## src/rtl/sdb_pkg.sv

```systemverilog
package sdb_pkg;

  localparam int LANE_W_DEF = 64;
  localparam int CHK_W_DEF  = 8;
  localparam int LANES_DEF  = 2;
  localparam int BEATS_DEF  = 4;

  // Column k of the code matrix: the k-th smallest value of cw bits whose
  // weight is odd and at least three (weight-one columns are the check bits).
  function automatic int code_col(int k, int cw);
    int seen;
    int res;
    int w;
    seen = 0;
    res  = 0;
    for (int v = 0; v < (1 << cw); v++) begin
      w = 0;
      for (int b = 0; b < cw; b++) w += (v >> b) & 1;
      if (w >= 3 && (w % 2) == 1) begin
        if (seen == k) res = v;
        seen++;
      end
    end
    return res;
  endfunction

endpackage

```

## src/rtl/sdb_chk_gen.sv

```systemverilog
module sdb_chk_gen #(
  parameter int DATA_W = sdb_pkg::LANE_W_DEF,
  parameter int CHK_W  = sdb_pkg::CHK_W_DEF
) (
  input  logic [DATA_W-1:0] data_i,
  output logic [CHK_W-1:0]  chk_o
);

  logic [CHK_W-1:0] term [DATA_W];

  for (genvar i = 0; i < DATA_W; i++) begin : g_col
    localparam logic [CHK_W-1:0] COL = CHK_W'(sdb_pkg::code_col(i, CHK_W));
    assign term[i] = data_i[i] ? COL : '0;
  end

  always_comb begin
    chk_o = '0;
    for (int i = 0; i < DATA_W; i++) chk_o = chk_o ^ term[i];
  end

endmodule

```

## src/rtl/sdb_chk_fix.sv

```systemverilog
module sdb_chk_fix #(
  parameter int DATA_W = sdb_pkg::LANE_W_DEF,
  parameter int CHK_W  = sdb_pkg::CHK_W_DEF
) (
  input  logic [DATA_W-1:0] data_i,
  input  logic [CHK_W-1:0]  chk_i,
  output logic [DATA_W-1:0] data_o,
  output logic              ce_o,
  output logic              ue_o
);

  logic [CHK_W-1:0]  regen;
  logic [CHK_W-1:0]  syn;
  logic [DATA_W-1:0] hit;

  sdb_chk_gen #(.DATA_W(DATA_W), .CHK_W(CHK_W)) u_regen (
    .data_i (data_i),
    .chk_o  (regen)
  );

  assign syn = regen ^ chk_i;

  for (genvar i = 0; i < DATA_W; i++) begin : g_match
    localparam logic [CHK_W-1:0] COL = CHK_W'(sdb_pkg::code_col(i, CHK_W));
    assign hit[i] = (syn == COL);
  end

  // Only a syndrome equal to a data column flips a bit; otherwise hit is zero.
  assign data_o = data_i ^ hit;
  assign ce_o   = (syn != '0) && ((|hit) || $onehot(syn));
  assign ue_o   = (syn != '0) && !ce_o;

endmodule

```

## src/rtl/sdb_beat_seq.sv

```systemverilog
module sdb_beat_seq #(
  parameter int BEATS   = sdb_pkg::BEATS_DEF,
  parameter int MASK_W  = 16,
  localparam int BEAT_W = (BEATS > 1) ? $clog2(BEATS) : 1
) (
  input  logic              clk,
  input  logic              rst_n,
  input  logic              reply_i,
  input  logic              blk_i,
  input  logic              wr_i,
  input  logic [MASK_W-1:0] mask_i,
  input  logic              stall_i,
  input  logic              wr_valid_i,
  output logic              busy_o,
  output logic              blk_o,
  output logic              wr_o,
  output logic [MASK_W-1:0] mask_o,
  output logic [BEAT_W-1:0] beat_o,
  output logic              fire_o,
  output logic              done_o,
  output logic              proto_err_o
);

  localparam logic [BEAT_W-1:0] LAST_BEAT = BEAT_W'(BEATS - 1);

  logic              busy_q;
  logic              blk_q;
  logic              wr_q;
  logic [MASK_W-1:0] mask_q;
  logic [BEAT_W-1:0] beat_q;
  logic              held;
  logic              last;

  assign held        = blk_q && stall_i;
  assign fire_o      = busy_q && !held && (!wr_q || wr_valid_i);
  assign last        = !blk_q || (beat_q == LAST_BEAT);
  assign done_o      = fire_o && last;
  assign proto_err_o = reply_i && busy_q;

  always_ff @(posedge clk) begin
    if (!rst_n) begin
      busy_q <= 1'b0;
      blk_q  <= 1'b0;
      wr_q   <= 1'b0;
      mask_q <= '0;
      beat_q <= '0;
    end else if (!busy_q) begin
      if (reply_i) begin
        busy_q <= 1'b1;
        blk_q  <= blk_i;
        wr_q   <= wr_i;
        mask_q <= blk_i ? '1 : mask_i;
        beat_q <= '0;
      end
    end else if (fire_o) begin
      if (last) busy_q <= 1'b0;
      else      beat_q <= beat_q + 1'b1;
    end
  end

  assign busy_o = busy_q;
  assign blk_o  = blk_q;
  assign wr_o   = wr_q;
  assign mask_o = mask_q;
  assign beat_o = beat_q;

  a_r4_stall_holds: assert property (@(posedge clk) disable iff (!rst_n)
    (busy_q && blk_q && stall_i) |=> (busy_q && $stable(beat_q)));

  a_r3_beat_ascends: assert property (@(posedge clk) disable iff (!rst_n)
    (fire_o && !last) |=> (beat_q == $past(beat_q) + 1'b1));

  a_r3_idle_after_done: assert property (@(posedge clk) disable iff (!rst_n)
    done_o |=> !busy_q);

  a_r12_reply_ignored: assert property (@(posedge clk) disable iff (!rst_n)
    (reply_i && busy_q && !fire_o) |=>
      (busy_q && $stable(mask_q) && $stable(beat_q) && $stable(blk_q) && $stable(wr_q)));

endmodule

```

## src/rtl/sdb_quad_ctrl.sv

```systemverilog
module sdb_quad_ctrl #(
  parameter int LANE_W  = sdb_pkg::LANE_W_DEF,
  parameter int CHK_W   = sdb_pkg::CHK_W_DEF,
  parameter int LANES   = sdb_pkg::LANES_DEF,
  parameter int BEATS   = sdb_pkg::BEATS_DEF,
  localparam int DATA_W = LANE_W * LANES,
  localparam int BYTES  = DATA_W / 8,
  localparam int CBUS_W = CHK_W * LANES,
  localparam int BEAT_W = (BEATS > 1) ? $clog2(BEATS) : 1
) (
  input  logic              clk,
  input  logic              rst_n,
  input  logic              reply_i,
  input  logic              reply_block_i,
  input  logic              reply_write_i,
  input  logic [BYTES-1:0]  reply_mask_i,
  input  logic              stall_i,
  input  logic              wr_valid_i,
  output logic              wr_ready_o,
  input  logic [DATA_W-1:0] wr_data_i,
  output logic [DATA_W-1:0] bus_dout_o,
  output logic [CBUS_W-1:0] bus_cout_o,
  output logic              bus_drive_o,
  input  logic [DATA_W-1:0] bus_din_i,
  input  logic [CBUS_W-1:0] bus_cin_i,
  output logic              rd_valid_o,
  output logic [DATA_W-1:0] rd_data_o,
  output logic [BYTES-1:0]  rd_mask_o,
  output logic [BEAT_W-1:0] rd_beat_o,
  output logic [LANES-1:0]  rd_ce_o,
  output logic [LANES-1:0]  rd_ue_o,
  output logic              busy_o,
  output logic [BEAT_W-1:0] beat_o,
  output logic              done_o,
  output logic              proto_err_o
);

  logic              busy;
  logic              blk;
  logic              wr;
  logic [BYTES-1:0]  mask;
  logic [BEAT_W-1:0] beat;
  logic              fire;
  logic              rd_fire;
  logic [DATA_W-1:0] lane_keep;
  logic [DATA_W-1:0] masked;
  logic [DATA_W-1:0] fixed;
  logic [LANES-1:0]  ce;
  logic [LANES-1:0]  ue;

  sdb_beat_seq #(.BEATS(BEATS), .MASK_W(BYTES)) u_seq (
    .clk         (clk),
    .rst_n       (rst_n),
    .reply_i     (reply_i),
    .blk_i       (reply_block_i),
    .wr_i        (reply_write_i),
    .mask_i      (reply_mask_i),
    .stall_i     (stall_i),
    .wr_valid_i  (wr_valid_i),
    .busy_o      (busy),
    .blk_o       (blk),
    .wr_o        (wr),
    .mask_o      (mask),
    .beat_o      (beat),
    .fire_o      (fire),
    .done_o      (done_o),
    .proto_err_o (proto_err_o)
  );

  // Byte-lane qualification of outgoing data.
  for (genvar b = 0; b < BYTES; b++) begin : g_byte
    assign lane_keep[8*b +: 8] = {8{mask[b]}};
  end
  assign masked = wr_data_i & lane_keep;

  // One independent code lane per half of the bus.
  for (genvar l = 0; l < LANES; l++) begin : g_lane
    sdb_chk_gen #(.DATA_W(LANE_W), .CHK_W(CHK_W)) u_gen (
      .data_i (masked[LANE_W*l +: LANE_W]),
      .chk_o  (bus_cout_o[CHK_W*l +: CHK_W])
    );
    sdb_chk_fix #(.DATA_W(LANE_W), .CHK_W(CHK_W)) u_fix (
      .data_i (bus_din_i[LANE_W*l +: LANE_W]),
      .chk_i  (bus_cin_i[CHK_W*l +: CHK_W]),
      .data_o (fixed[LANE_W*l +: LANE_W]),
      .ce_o   (ce[l]),
      .ue_o   (ue[l])
    );
  end

  assign bus_dout_o  = masked;
  assign wr_ready_o  = busy && wr && !(blk && stall_i);
  assign bus_drive_o = fire && wr;
  assign rd_fire     = fire && !wr;

  always_ff @(posedge clk) begin
    if (!rst_n) begin
      rd_valid_o <= 1'b0;
      rd_data_o  <= '0;
      rd_mask_o  <= '0;
      rd_beat_o  <= '0;
      rd_ce_o    <= '0;
      rd_ue_o    <= '0;
    end else begin
      rd_valid_o <= rd_fire;
      if (rd_fire) begin
        rd_data_o <= fixed;
        rd_mask_o <= mask;
        rd_beat_o <= beat;
        rd_ce_o   <= ce;
        rd_ue_o   <= ue;
      end
    end
  end

  assign busy_o = busy;
  assign beat_o = beat;

  a_r6_drive_handshake: assert property (@(posedge clk) disable iff (!rst_n)
    bus_drive_o |-> (wr_valid_i && wr_ready_o));

  a_r10_flags_exclusive: assert property (@(posedge clk) disable iff (!rst_n)
    rd_valid_o |-> ((rd_ce_o & rd_ue_o) == '0));

  a_r4_no_read_in_stall: assert property (@(posedge clk) disable iff (!rst_n)
    (busy && blk && !wr && stall_i) |=> !rd_valid_o);

  a_r5_single_ignores_stall: assert property (@(posedge clk) disable iff (!rst_n)
    (busy && !blk && !wr) |=> (rd_valid_o && !busy));

endmodule

```

## config.mk

```make
export PLATFORM = sky130hd
export DESIGN_NAME = sdb_quad_ctrl
export DESIGN_NICKNAME = d
export VERILOG_FILES = /design/src/rtl/sdb_pkg.sv /design/src/rtl/sdb_chk_gen.sv /design/src/rtl/sdb_chk_fix.sv /design/src/rtl/sdb_beat_seq.sv /design/src/rtl/sdb_quad_ctrl.sv
export SDC_FILE = /design/constraint.sdc
export NUM_CORES = 1
export LEC_CHECK = 0
export BUFFER_PORTS_ARGS = -buffer_cell sky130_fd_sc_hd__buf_2
export CAP_MARGIN = 20
export CORE_MARGIN = 4
export CORE_UTILIZATION = 30
export DETAILED_ROUTE_END_ITERATION = 10
export PLACE_DENSITY_LB_ADDON = 0.08
export SLEW_MARGIN = 10
export SYNTH_ARGS = -nofsm -noshare
export SYNTH_HDL_FRONTEND = slang
export SYNTH_SLANG_ARGS = --single-unit
```

## constraint.sdc

```tcl
create_clock -name clk -period 8.9 [get_ports clk]
set_input_delay 1.335 -clock clk [delete_from_list [all_inputs] [get_ports clk]]
set_output_delay 1.335 -clock clk [all_outputs]
set_load 0.02 [all_outputs]
```

==> impl_results.md, run 1 <==
* PD cells at 345 mW/mm²
* F_max at 162 MHz
* Resize count post-CTS at 0
* DRT Wirelength at 73,200 µm
* Multi-input combinational cell area at 0.0121 mm²
* Cell taking the most area after synthesis: xnor2_1
* Highest-count cells in the layout ignoring fill and taps: 596 x buf_2, 499 x xnor2_1, 221 x nand2_1
* CTS tree: built
* Pin count of the biggest net entering global routing at 194
* Site Rows at 84
* Starting density of the core at 30.4%
* Pwr Total at 6970 µW
* Grt ovf at 0
* Post-Route Skew at 0.00985 ns
* WP data required at 9.31 ns
* Worst rel slew slack at 39.2%
* Top_reg_cell synth: dfxtp_1
* Crit-path max FO at 17
* Final setup vio count at 0
* Sw power at 3830 µW
* Area grow syn2layout at 25.6%
* Reg power frac at 13.0%
* Layout cell share with drive strength beyond 1 at 25.6%
* WHS at 0.455 ns
* Register bit total from synthesis at 172
* Clk slew on worst S/H paths at 0.07 ns
* Fraction of registers with async set or reset after synthesis at 0%
* Critical path class: primary input to flop
* Number of global-route vias before repair at 15,400
* Internal at 3140 µW
* Top cell type's share of synthesized area at 27.2%
* Antenna-violating nets left at 0
* Count of cell types in the netlist at 55
* Clock latency on the worst-skew pair at 0.47 ns
* Final period util at 69.5%
* Die Ht at 240 µm
* Ranking of synthesized cells by area: xnor2_1 27%, dfxtp_1 21%, xor2_1 12%, nand2_1 5.2%, nor2_1 4.9%
* Synthesis Warnings at 0
* Net Sw Frac at 55.0%
* Setup TNS at 0 ns
* Setup crit start kind: primary input
* Comb power frac at 76.5%
* RD Place Congestion at 0.924
* Root buffer cell: clkbuf_16
* Antenna violations before repair at 21
* Tot GR Track Use at 24.5%
* Via density at 4.80
* Register area at 0.00344 mm²
* TritonCTS Buffers at 17
* RSZ-0062 raised after global routing: false
* I/O Pins at 597
* Outcome: finished, final reports clean
* Max Root-Sink Buffers at 2
* Depth of the CTS H-tree at 4
* Max-cap violations at 0
* DR WL/cell at 22.7 µm
* Fillers at 5,700
* Final slew viol count at 0
* Mapped Cells at 1,993
* Hold WC Path Type: flop to flop
* 1st-pass router iterations at 5
* Clk sinks at 172
* Drc violations at 0
* Clk pwr share at 10.5%
* Syn avg cell area at 8.07 µm²
* First-pass GRT wire length at 104,000 µm
* Die width at 240 µm
* Synthesized Nets at 2,334
* CP Capture Type: flop
* Slew @ Worst Pin at 0.911 ns
* Leakage at 0.00882 µW
* DIE AREA at 0.0574 mm²
* HPWL after DPL at 60,900 µm
* Nets@finish at 2,847
* Buffers on Ports at 596
* Post-synth EDFFs at 0
* Final min period at 6.19 ns
* Seq/Total Area, Yosys at 21.4%
* Core area at 0.0529 mm²
* 1st-iter DRT viols at 953
* Leading cell type in the layout, fill and taps excluded: buf_2
* Cts hold-fix bufs at 0
* Endpoints failing hold at 0
* Worst IR Drop VDD at 0.284 mV
* Setup bufs post-CTS at 0
* Via count at 15,500
* Post-Syn Area at 0.0161 mm²
* CP arrival at 6.59 ns
-- Yosys cell counts, drive strengths merged (2+ instances only) --
cell / instances
a211oi: 97
a21oi: 39
a22o: 6
a22oi: 5
a311oi: 2
a31oi: 4
a32oi: 3
and2: 119
and3: 2
buf: 6
clkbuf: 104
dfxtp: 172
fa: 8
ha: 38
inv: 40
nand2: 221
nand2b: 2
nand3: 44
nand3b: 4
nand4: 13
nor2: 208
nor2b: 5
nor3: 33
nor4: 2
o211a: 30
o21ai: 18
o21bai: 2
o221ai: 3
o22ai: 2
o31ai: 2
o41ai: 2
or3: 2
xnor2: 502
xnor3: 19
xor2: 220
xor3: 2
-- power groups by stage --
stage / Sequential, µW / Combinational [µW] / Clock, µW
4_1_cts: 909 / 5290 / 769
6_report: 908 / 5330 / 732
3_5_place_dp: 926 / 5260 / 0
2_1_floorplan: 982 / 3690 / 0
5_1_grt: 919 / 5860 / 797
3_3_place_gp: 925 / 5200 / 0
-- sequential cells by signal, summed over array words and instances (netlist names) --
signal        cells
rd_ce_o           2
rd_ue_o           2
rd_data_o       128
u_seq.mask_o     16
u_seq.wr_o        1
rd_mask_o        16
u_seq.beat_o      2
rd_beat_o         2
u_seq.busy_o      1
u_seq.blk_o       1
rd_valid_o        1
-- per-layer routing --
| layer | global-route usage (%) | part of all wire [%] |
|---|---|---|
| met1 | 31.8 | 43 |
| met4 | 9.27 | 3.4 |
| met5 | 0 | 0 |
| met3 | 5.72 | 7.7 |
| met2 | 39.6 | 46 |
-- final cells by class --
class	instances	share of cell area, %
antenna	13	0.161
clock buffer	22	2.35
clock inverter	10	0.409
inverter	41	0.774
multi-input combinational	1670	59.8
sequential	172	17.0
tap	688	4.26
timing repair buffer	604	15.2
-- worst max-delay path, stage by stage --
cell	delay (ns)
buf_2	0.13
xnor2_1	0.36
xnor2_1	0.15
xnor2_1	0.25
xnor3_1	0.47
xor2_1	0.25
xnor2_1	0.20
ha_1	0.62
inv_1	0.17
fa_1	0.50
fa_1	0.49
inv_1	0.05
ha_1	0.19
fa_1	0.54
o41ai_1	0.07
nor4b_1	0.30
nand4_1	0.16
o31ai_1	0.21
and2_1	0.15
-- per-stage QoR --
step	std cells	area (µm²)	setup slack, ns	util (%)
2_1_floorplan	1993	16100	3.28	-
3_3_place_gp	3174	19600	2.33	37.1
3_5_place_dp	3174	19600	2.30	37.1
4_1_cts	3206	20100	2.80	38.1
5_1_grt	3217	20200	2.40	38.2
6_report	3220	20200	2.71	38.2
-- final timing paths --
path	slack, ns	from	depth (start not counted)	end
setup / recovery	2.71	bus_din_i[32]	19	rd_ue_o[0]
hold / removal	0.45	rd_ce_o[1]	2	rd_ce_o[1]
setup reg to reg	5.88	u_seq.busy_o	7	rd_ue_o[1]
hold reg to reg	0.45	rd_ce_o[1]	2	rd_ce_o[1]
-- cells by family after synthesis --
group,count (synthesis),share of synthesized area [%]
AND/OR/NAND/NOR,658,18.4
adder cells (fa/ha/maj),46,3.95
XOR/XNOR,743,42.6
buffers and inverters,151,3.53
AO/OA/AOI/OAI,223,10.1
flip-flops,172,21.4
No activity file was read; power rests on OpenSTA's default activity.
==> inputs of run 2 (changes only) <==
clock period = 5.5 ns   (was 8.9 ns; I/O delays follow)
==> run 2 against run 1 <==
Combinational power grew 67%. Global-route usage is essentially flat. Flip-flop and latch count is the same. Die area is the same. Clock skew grew 0.0045 ns. Final cell count grew 0.62%. Largest power group unchanged.
==> impl_results.md, run 2 (synthesis gave the netlist of run 1 again) <==
* Root buffer cell: clkbuf_16 (unchanged)
* 1st-pass router iterations at 5 (unchanged)
* Post-Route Skew at 0.0143 ns (was 0.00985 ns)
* Setup crit start kind: primary input (unchanged)
* Depth of the CTS H-tree at 4 (unchanged)
* Via count at 15,600 (was 15,500)
* Clk slew on worst S/H paths at 0.06 ns (was 0.07 ns)
* Resize count post-CTS at 0 (unchanged)
* RD Place Congestion at 0.935 (was 0.924)
* I/O Pins at 597 (unchanged)
* DR WL/cell at 22.7 µm (about the same)
* Die width at 240 µm (unchanged)
* Antenna-violating nets left at 0 (unchanged)
* Die Ht at 240 µm (unchanged)
* Crit-path max FO at 2 (was 17)
* Setup bufs post-CTS at 0 (unchanged)
* Tot GR Track Use at 24.5% (about the same)
* CP cell instances: buf_2, xor2_1, xnor2_2, xnor2_1, xnor3_1, xor2_1, xnor2_1, ha_1, inv_1, fa_1, fa_1, inv_1, ha_1, fa_1, o41ai_1, nor4b_1, nand4_1, o31ai_1, and2_1 (was buf_2, xnor2_1, xnor2_1, xnor2_1, xnor3_1, xor2_1, xnor2_1, ha_1, inv_1, fa_1, fa_1, inv_1, ha_1, fa_1, o41ai_1, nor4b_1, nand4_1, o31ai_1, and2_1)
* PD cells at 566 mW/mm² (was 345 mW/mm²)
* Core area at 0.0529 mm² (unchanged)
* Slew @ Worst Pin at 0.974 ns (was 0.911 ns)
* Pin count of the biggest net entering global routing at 135 (was 194)
* Fillers at 5,725 (was 5,700)
* First-pass GRT wire length at 104,000 µm (about the same)
* Final slew viol count at 0 (unchanged)
* HPWL after DPL at 61,300 µm (was 60,900 µm)
* CP arrival at 5.51 ns (was 6.59 ns)
* Site Rows at 84 (unchanged)
* CTS tree: built (unchanged)
* Starting density of the core at 30.4% (unchanged)
* TritonCTS Buffers at 17 (unchanged)
* Via density at 4.83 (was 4.80)
* Worst IR Drop VDD at 0.667 mV (was 0.284 mV)
* Clock latency on the worst-skew pair at 0.48 ns (was 0.47 ns)
* Highest-count cells in the layout ignoring fill and taps: 596 x buf_2, 499 x xnor2_1, 221 x nand2_1 (unchanged)
* Cts hold-fix bufs at 0 (unchanged)
* CP peak stage delay at 0.54 ns (was 0.62 ns)
* Drc violations at 0 (unchanged)
* WP data required at 5.92 ns (was 9.31 ns)
* Critical path class: primary input to flop (unchanged)
* Outcome: finished, final reports clean (unchanged)
* Final core occ at 38.5% (was 38.2%)
* CP Capture Type: flop (unchanged)
* Hold WC Path Type: flop to flop (unchanged)
* Grt ovf at 0 (unchanged)
* DRT Wirelength at 73,500 µm (was 73,200 µm)
* F_max at 196 MHz
* Layout cell share with drive strength beyond 1 at 26.4% (was 25.6%)
* Max Root-Sink Buffers at 2 (unchanged)
* DIE AREA at 0.0574 mm² (unchanged)
* RSZ-0062 raised after global routing: false (unchanged)
* Setup TNS at 0 ns (unchanged)
* Endpoints failing hold at 0 (unchanged)
* Final min period at 5.09 ns
* Antenna violations before repair at 19 (was 21)
* Top reg by flops: rd_data_o (unchanged)
* Critical-path top delay cell: fa_1 (was ha_1)
* Clk sinks at 172 (unchanged)
* Leading cell type in the layout, fill and taps excluded: buf_2 (unchanged)
* Most used cell, CP: fa_1 (was xnor2_1)
* Number of global-route vias before repair at 15,600 (was 15,400)
* 1st-iter DRT viols at 889 (was 953)
* Max reg flops at 128 (unchanged)
* Final period util at 92.6%
* Worst rel slew slack at 35.1% (was 39.2%)
* Area grow syn2layout at 26.4% (was 25.6%)
* Buffers on Ports at 596 (unchanged)
* Nets@finish at 2,871 (was 2,847)
* Leakage at 0.00892 µW (was 0.00882 µW)
* Final setup vio count at 0 (unchanged)
* Max-cap violations at 0 (unchanged)
==> run 2: changes by cell type in the layout (fill, tap and decap cells not counted), sizes merged <==
cell and change:
buf +24, clkbuf -3, clkinv +2, clkinvlp +3
diode -4, inv -2
==> run 2: worst paths after layout <==
check | start | end | slack (ns) | cells after the start
worst max-delay path | bus_din_i[1] | rd_ue_o[0] | 0.41 | 19
worst min-delay path | rd_mask_o[15] | rd_mask_o[15] | 0.45 | 2
worst max register to register | u_seq.busy_o | rd_ue_o[1] | 2.98 | 6
worst min register to register | rd_mask_o[15] | rd_mask_o[15] | 0.45 | 2
==> run 2: worst max-delay path: cells and delay by family <==
| kind | cells | cell delay, ns |
|---|---|---|
| AOI/OAI and AO/OA | 2 | 0.30 |
| xor gates and xnor gates | 6 | 1.60 |
| adders and majority gates | 5 | 1.91 |
| buffers and inverters | 3 | 0.24 |
| and+or+nand+nor | 3 | 0.63 |
==> run 2: power breakdown <==
part	internal, µW	leakage (µW)	switching [µW]	total [µW]
logic	3260	0.00725	5620	8880
registers	1370	0.00141	99.7	1470
clock network	589	0.000249	570	1160
total	5220	0.00892	6290	11500
==> run 2: stage by stage <==
stage                     setup slack [ns]  power, µW  std cells  hold slack, ns  cell area (µm²)
after CTS                            0.440      11500       3231           0.458            20300
after global routing                 0.212      12400       3240           0.484            20300
final                                0.410      11500       3240           0.454            20300
after detailed placement           -0.0821      10200       3199           0.448            19800
after floorplan                      0.392       7560       1993           0.445            16100
after global placement             -0.0225      10200       3199           0.443            19800
==> run 2: layout make-up <==
type                            count  area, µm²  share of cell area [%]
Antenna cell                        9       22.5                   0.111
Clock buffer                       19        443                    2.18
Clock inverter                     13       93.8                   0.461
Inverter                           41        156                   0.769
Multi-Input combinational cell   1670      12100                    59.4
Sequential cell                   172       3440                    16.9
Tap cell                          688        861                    4.23
Timing Repair Buffer              628       3240                    15.9
==> run 2: layer usage <==
layer  routed length [µm]  global-route usage [%]  vias up
li1                     -                       -     7552
met1                31100                    31.1     7333
met2                34200                    40.3      637
met3                 5820                    6.49      110
met4                 2290                    8.67        2
met5                   16                       0        -
==> inputs of run 3 (changes only) <==
clock period = 6.14 ns   (was 5.5 ns; I/O delays follow)
==> run 3 against run 2 <==
Die area unchanged. Total power down 11%. Sequential power down 10%. Global-route usage up 0.22 points. Critical endpoint unchanged. Register-to-register slack better by 1.1 ns. Utilization down 0.26 points. Critical path depth unchanged. Wire length up 0.33%. Highest routed layer is now met4. Non-clock buffer count down 22.
==> impl_results.md, run 3 (synthesis gave the netlist of run 1 again) <==
* CTS tree: built (unchanged)
* Final setup vio count at 0 (unchanged)
* Tot GR Track Use at 24.7% (was 24.5%)
* DRT Wirelength at 73,700 µm (was 73,500 µm)
* Area grow syn2layout at 25.6% (was 26.4%)
* HPWL after DPL at 61,300 µm (about the same)
* Antenna violations before repair at 16 (was 19)
* Reg2Reg Setup Slack at 4.09 ns (was 2.98 ns)
* Number of global-route vias before repair at 15,600 (about the same)
* PD cells at 506 mW/mm² (was 566 mW/mm²)
* Final core occ at 38.2% (was 38.5%)
* RD Place Congestion at 0.933 (was 0.935)
* F_max at 189 MHz
* Critical path class: primary input to flop (unchanged)
* Leakage at 0.00883 µW (was 0.00892 µW)
* Hold path startpoint: rd_mask_o[8] (was rd_mask_o[15])
* Leading cell type in the layout, fill and taps excluded: buf_2 (unchanged)
* Setup crit start: bus_din_i[50] (was bus_din_i[1])
* Resize count post-CTS at 0 (unchanged)
* RSZ-0062 raised after global routing: false (unchanged)
* Setup bufs post-CTS at 0 (unchanged)
* Post-Route Skew at 0.00717 ns (was 0.0143 ns)
* Antenna-violating nets left at 0 (unchanged)
* Endpoints failing hold at 0 (unchanged)
* Hold Crit Depth at 2 (unchanged)
* Root buffer cell: clkbuf_16 (unchanged)
* Highest-count cells in the layout ignoring fill and taps: 596 x buf_2, 499 x xnor2_1, 221 x nand2_1 (unchanged)
* Final period util at 86.2%
* Crit-path max FO at 9 (was 2)
* Max Root-Sink Buffers at 2 (unchanged)
* Cts hold-fix bufs at 0 (unchanged)
* Hold path endpoint: rd_mask_o[8] (was rd_mask_o[15])
* Max-cap violations at 0 (unchanged)
* Outcome: finished, final reports clean (unchanged)
* 1st-pass router iterations at 6 (was 5)
* Worst rel slew slack at 35.6% (was 35.1%)
* Clock latency on the worst-skew pair at 0.48 ns (about the same)
* Final min period at 5.29 ns
* DR WL/cell at 22.9 µm (was 22.7 µm)
* CP Capture Type: flop (unchanged)
* Clk slew on worst S/H paths at 0.07 ns (was 0.06 ns)
* Starting density of the core at 30.4% (unchanged)
* Max reg flops at 128 (unchanged)
* Site Rows at 84 (unchanged)
* I/O Pins at 597 (unchanged)
* R2R Path End: rd_ue_o[1] (unchanged)
* Setup TNS at 0 ns (unchanged)
* WP data required at 6.55 ns (was 5.92 ns)
* Nets@finish at 2,849 (was 2,871)
* Via count at 15,500 (was 15,600)
* Core area at 0.0529 mm² (unchanged)
* Worst reg2reg startpoint: u_seq.busy_o (unchanged)
* Pin count of the biggest net entering global routing at 194 (was 135)
* Buffers on Ports at 596 (unchanged)
* CP arrival at 5.70 ns (was 5.51 ns)
* Worst R2R Path Depth at 6 (unchanged)
* DIE AREA at 0.0574 mm² (unchanged)
* Top reg by flops: rd_data_o (unchanged)
* Drc violations at 0 (unchanged)
* Hold WC Path Type: flop to flop (unchanged)
* Slew @ Worst Pin at 0.966 ns (was 0.974 ns)
* Depth of the CTS H-tree at 4 (unchanged)
* TritonCTS Buffers at 17 (unchanged)
* Die Ht at 240 µm (unchanged)
* Setup crit start kind: primary input (unchanged)
* Layout cell share with drive strength beyond 1 at 25.7% (was 26.4%)
* Die width at 240 µm (unchanged)
* Final slew viol count at 0 (unchanged)
* Via density at 4.82 (was 4.83)
* First-pass GRT wire length at 105,000 µm (was 104,000 µm)
* Clk sinks at 172 (unchanged)
* Grt ovf at 0 (unchanged)
* Worst IR Drop VDD at 0.465 mV (was 0.667 mV)
* 1st-iter DRT viols at 1,055 (was 889)
## run 3: cell count changes in the layout (fill, tap and decap cells not counted), sizes merged
cell / before / now
clkbuf: 19 / 22
clkinvlp: 6 / 4
inv: 43 / 42
bufinv: 0 / 1
buf: 628 / 606
diode: 9 / 7
clkinv: 5 / 3
## run 3: layout make-up
type                       count  area [µm²]
multi-input combinational   1670       12100
sequential                   172        3440
timing repair buffer         606        3070
clock buffer                  22         484
antenna                        7        17.5
clock inverter                 9        87.6
inverter                      41         156
fill                        5694       32700
tap                          688         861
## run 3: worst max-delay path by stage
stage,end,depth (start not counted),slack (ns)
6_report,rd_ue_o[0],19,0.85
5_1_grt,rd_ue_o[0],19,0.50
4_1_cts,rd_ue_o[0],19,0.87
3_5_place_dp,rd_ue_o[0],19,0.39
3_3_place_gp,rd_ue_o[0],19,0.36
2_1_floorplan,rd_ue_o[0],18,0.94
## run 3: worst max-delay path, stage by stage
cell and delay (ns):
buf_2 0.15, xnor2_1 0.28, xnor2_1 0.18, xor2_1 0.29
xor2_1 0.14, xnor2_1 0.29, xor2_1 0.24, ha_1 0.39
inv_1 0.11, fa_1 0.51, fa_1 0.49, inv_1 0.04
ha_1 0.20, fa_1 0.54, o41ai_1 0.07, nor4b_1 0.33
nand4_1 0.16, o31ai_1 0.22, and2_1 0.15
## run 3: power by group
part | switching [µW] | total (µW) | internal, µW
sequential | 92.4 | 1320 | 1230
combinational | 5020 | 7810 | 2800
clock | 489 | 1090 | 598
total | 5600 | 10200 | 4620
## run 3: routing by layer
layer	track usage [%]	part of all wire (%)	routed length (µm)
met1	31.2	42	30900
met2	41.9	48	35400
met3	6.45	7.9	5810
met4	6.70	2.3	1670
met5	0	0	0
## run 3: stage by stage
stage | total power [µW] | hold WS (ns) | cell area (µm²) | setup slack (ns) | cells
global placement | 9010 | 0.442 | 19600 | 0.359 | 3177
global route | 11100 | 0.484 | 20200 | 0.497 | 3214
floorplan | 6770 | 0.445 | 16100 | 0.936 | 1993
detailed placement | 9070 | 0.448 | 19600 | 0.391 | 3177
CTS | 10200 | 0.458 | 20200 | 0.873 | 3208
finish | 10200 | 0.453 | 20200 | 0.845 | 3215
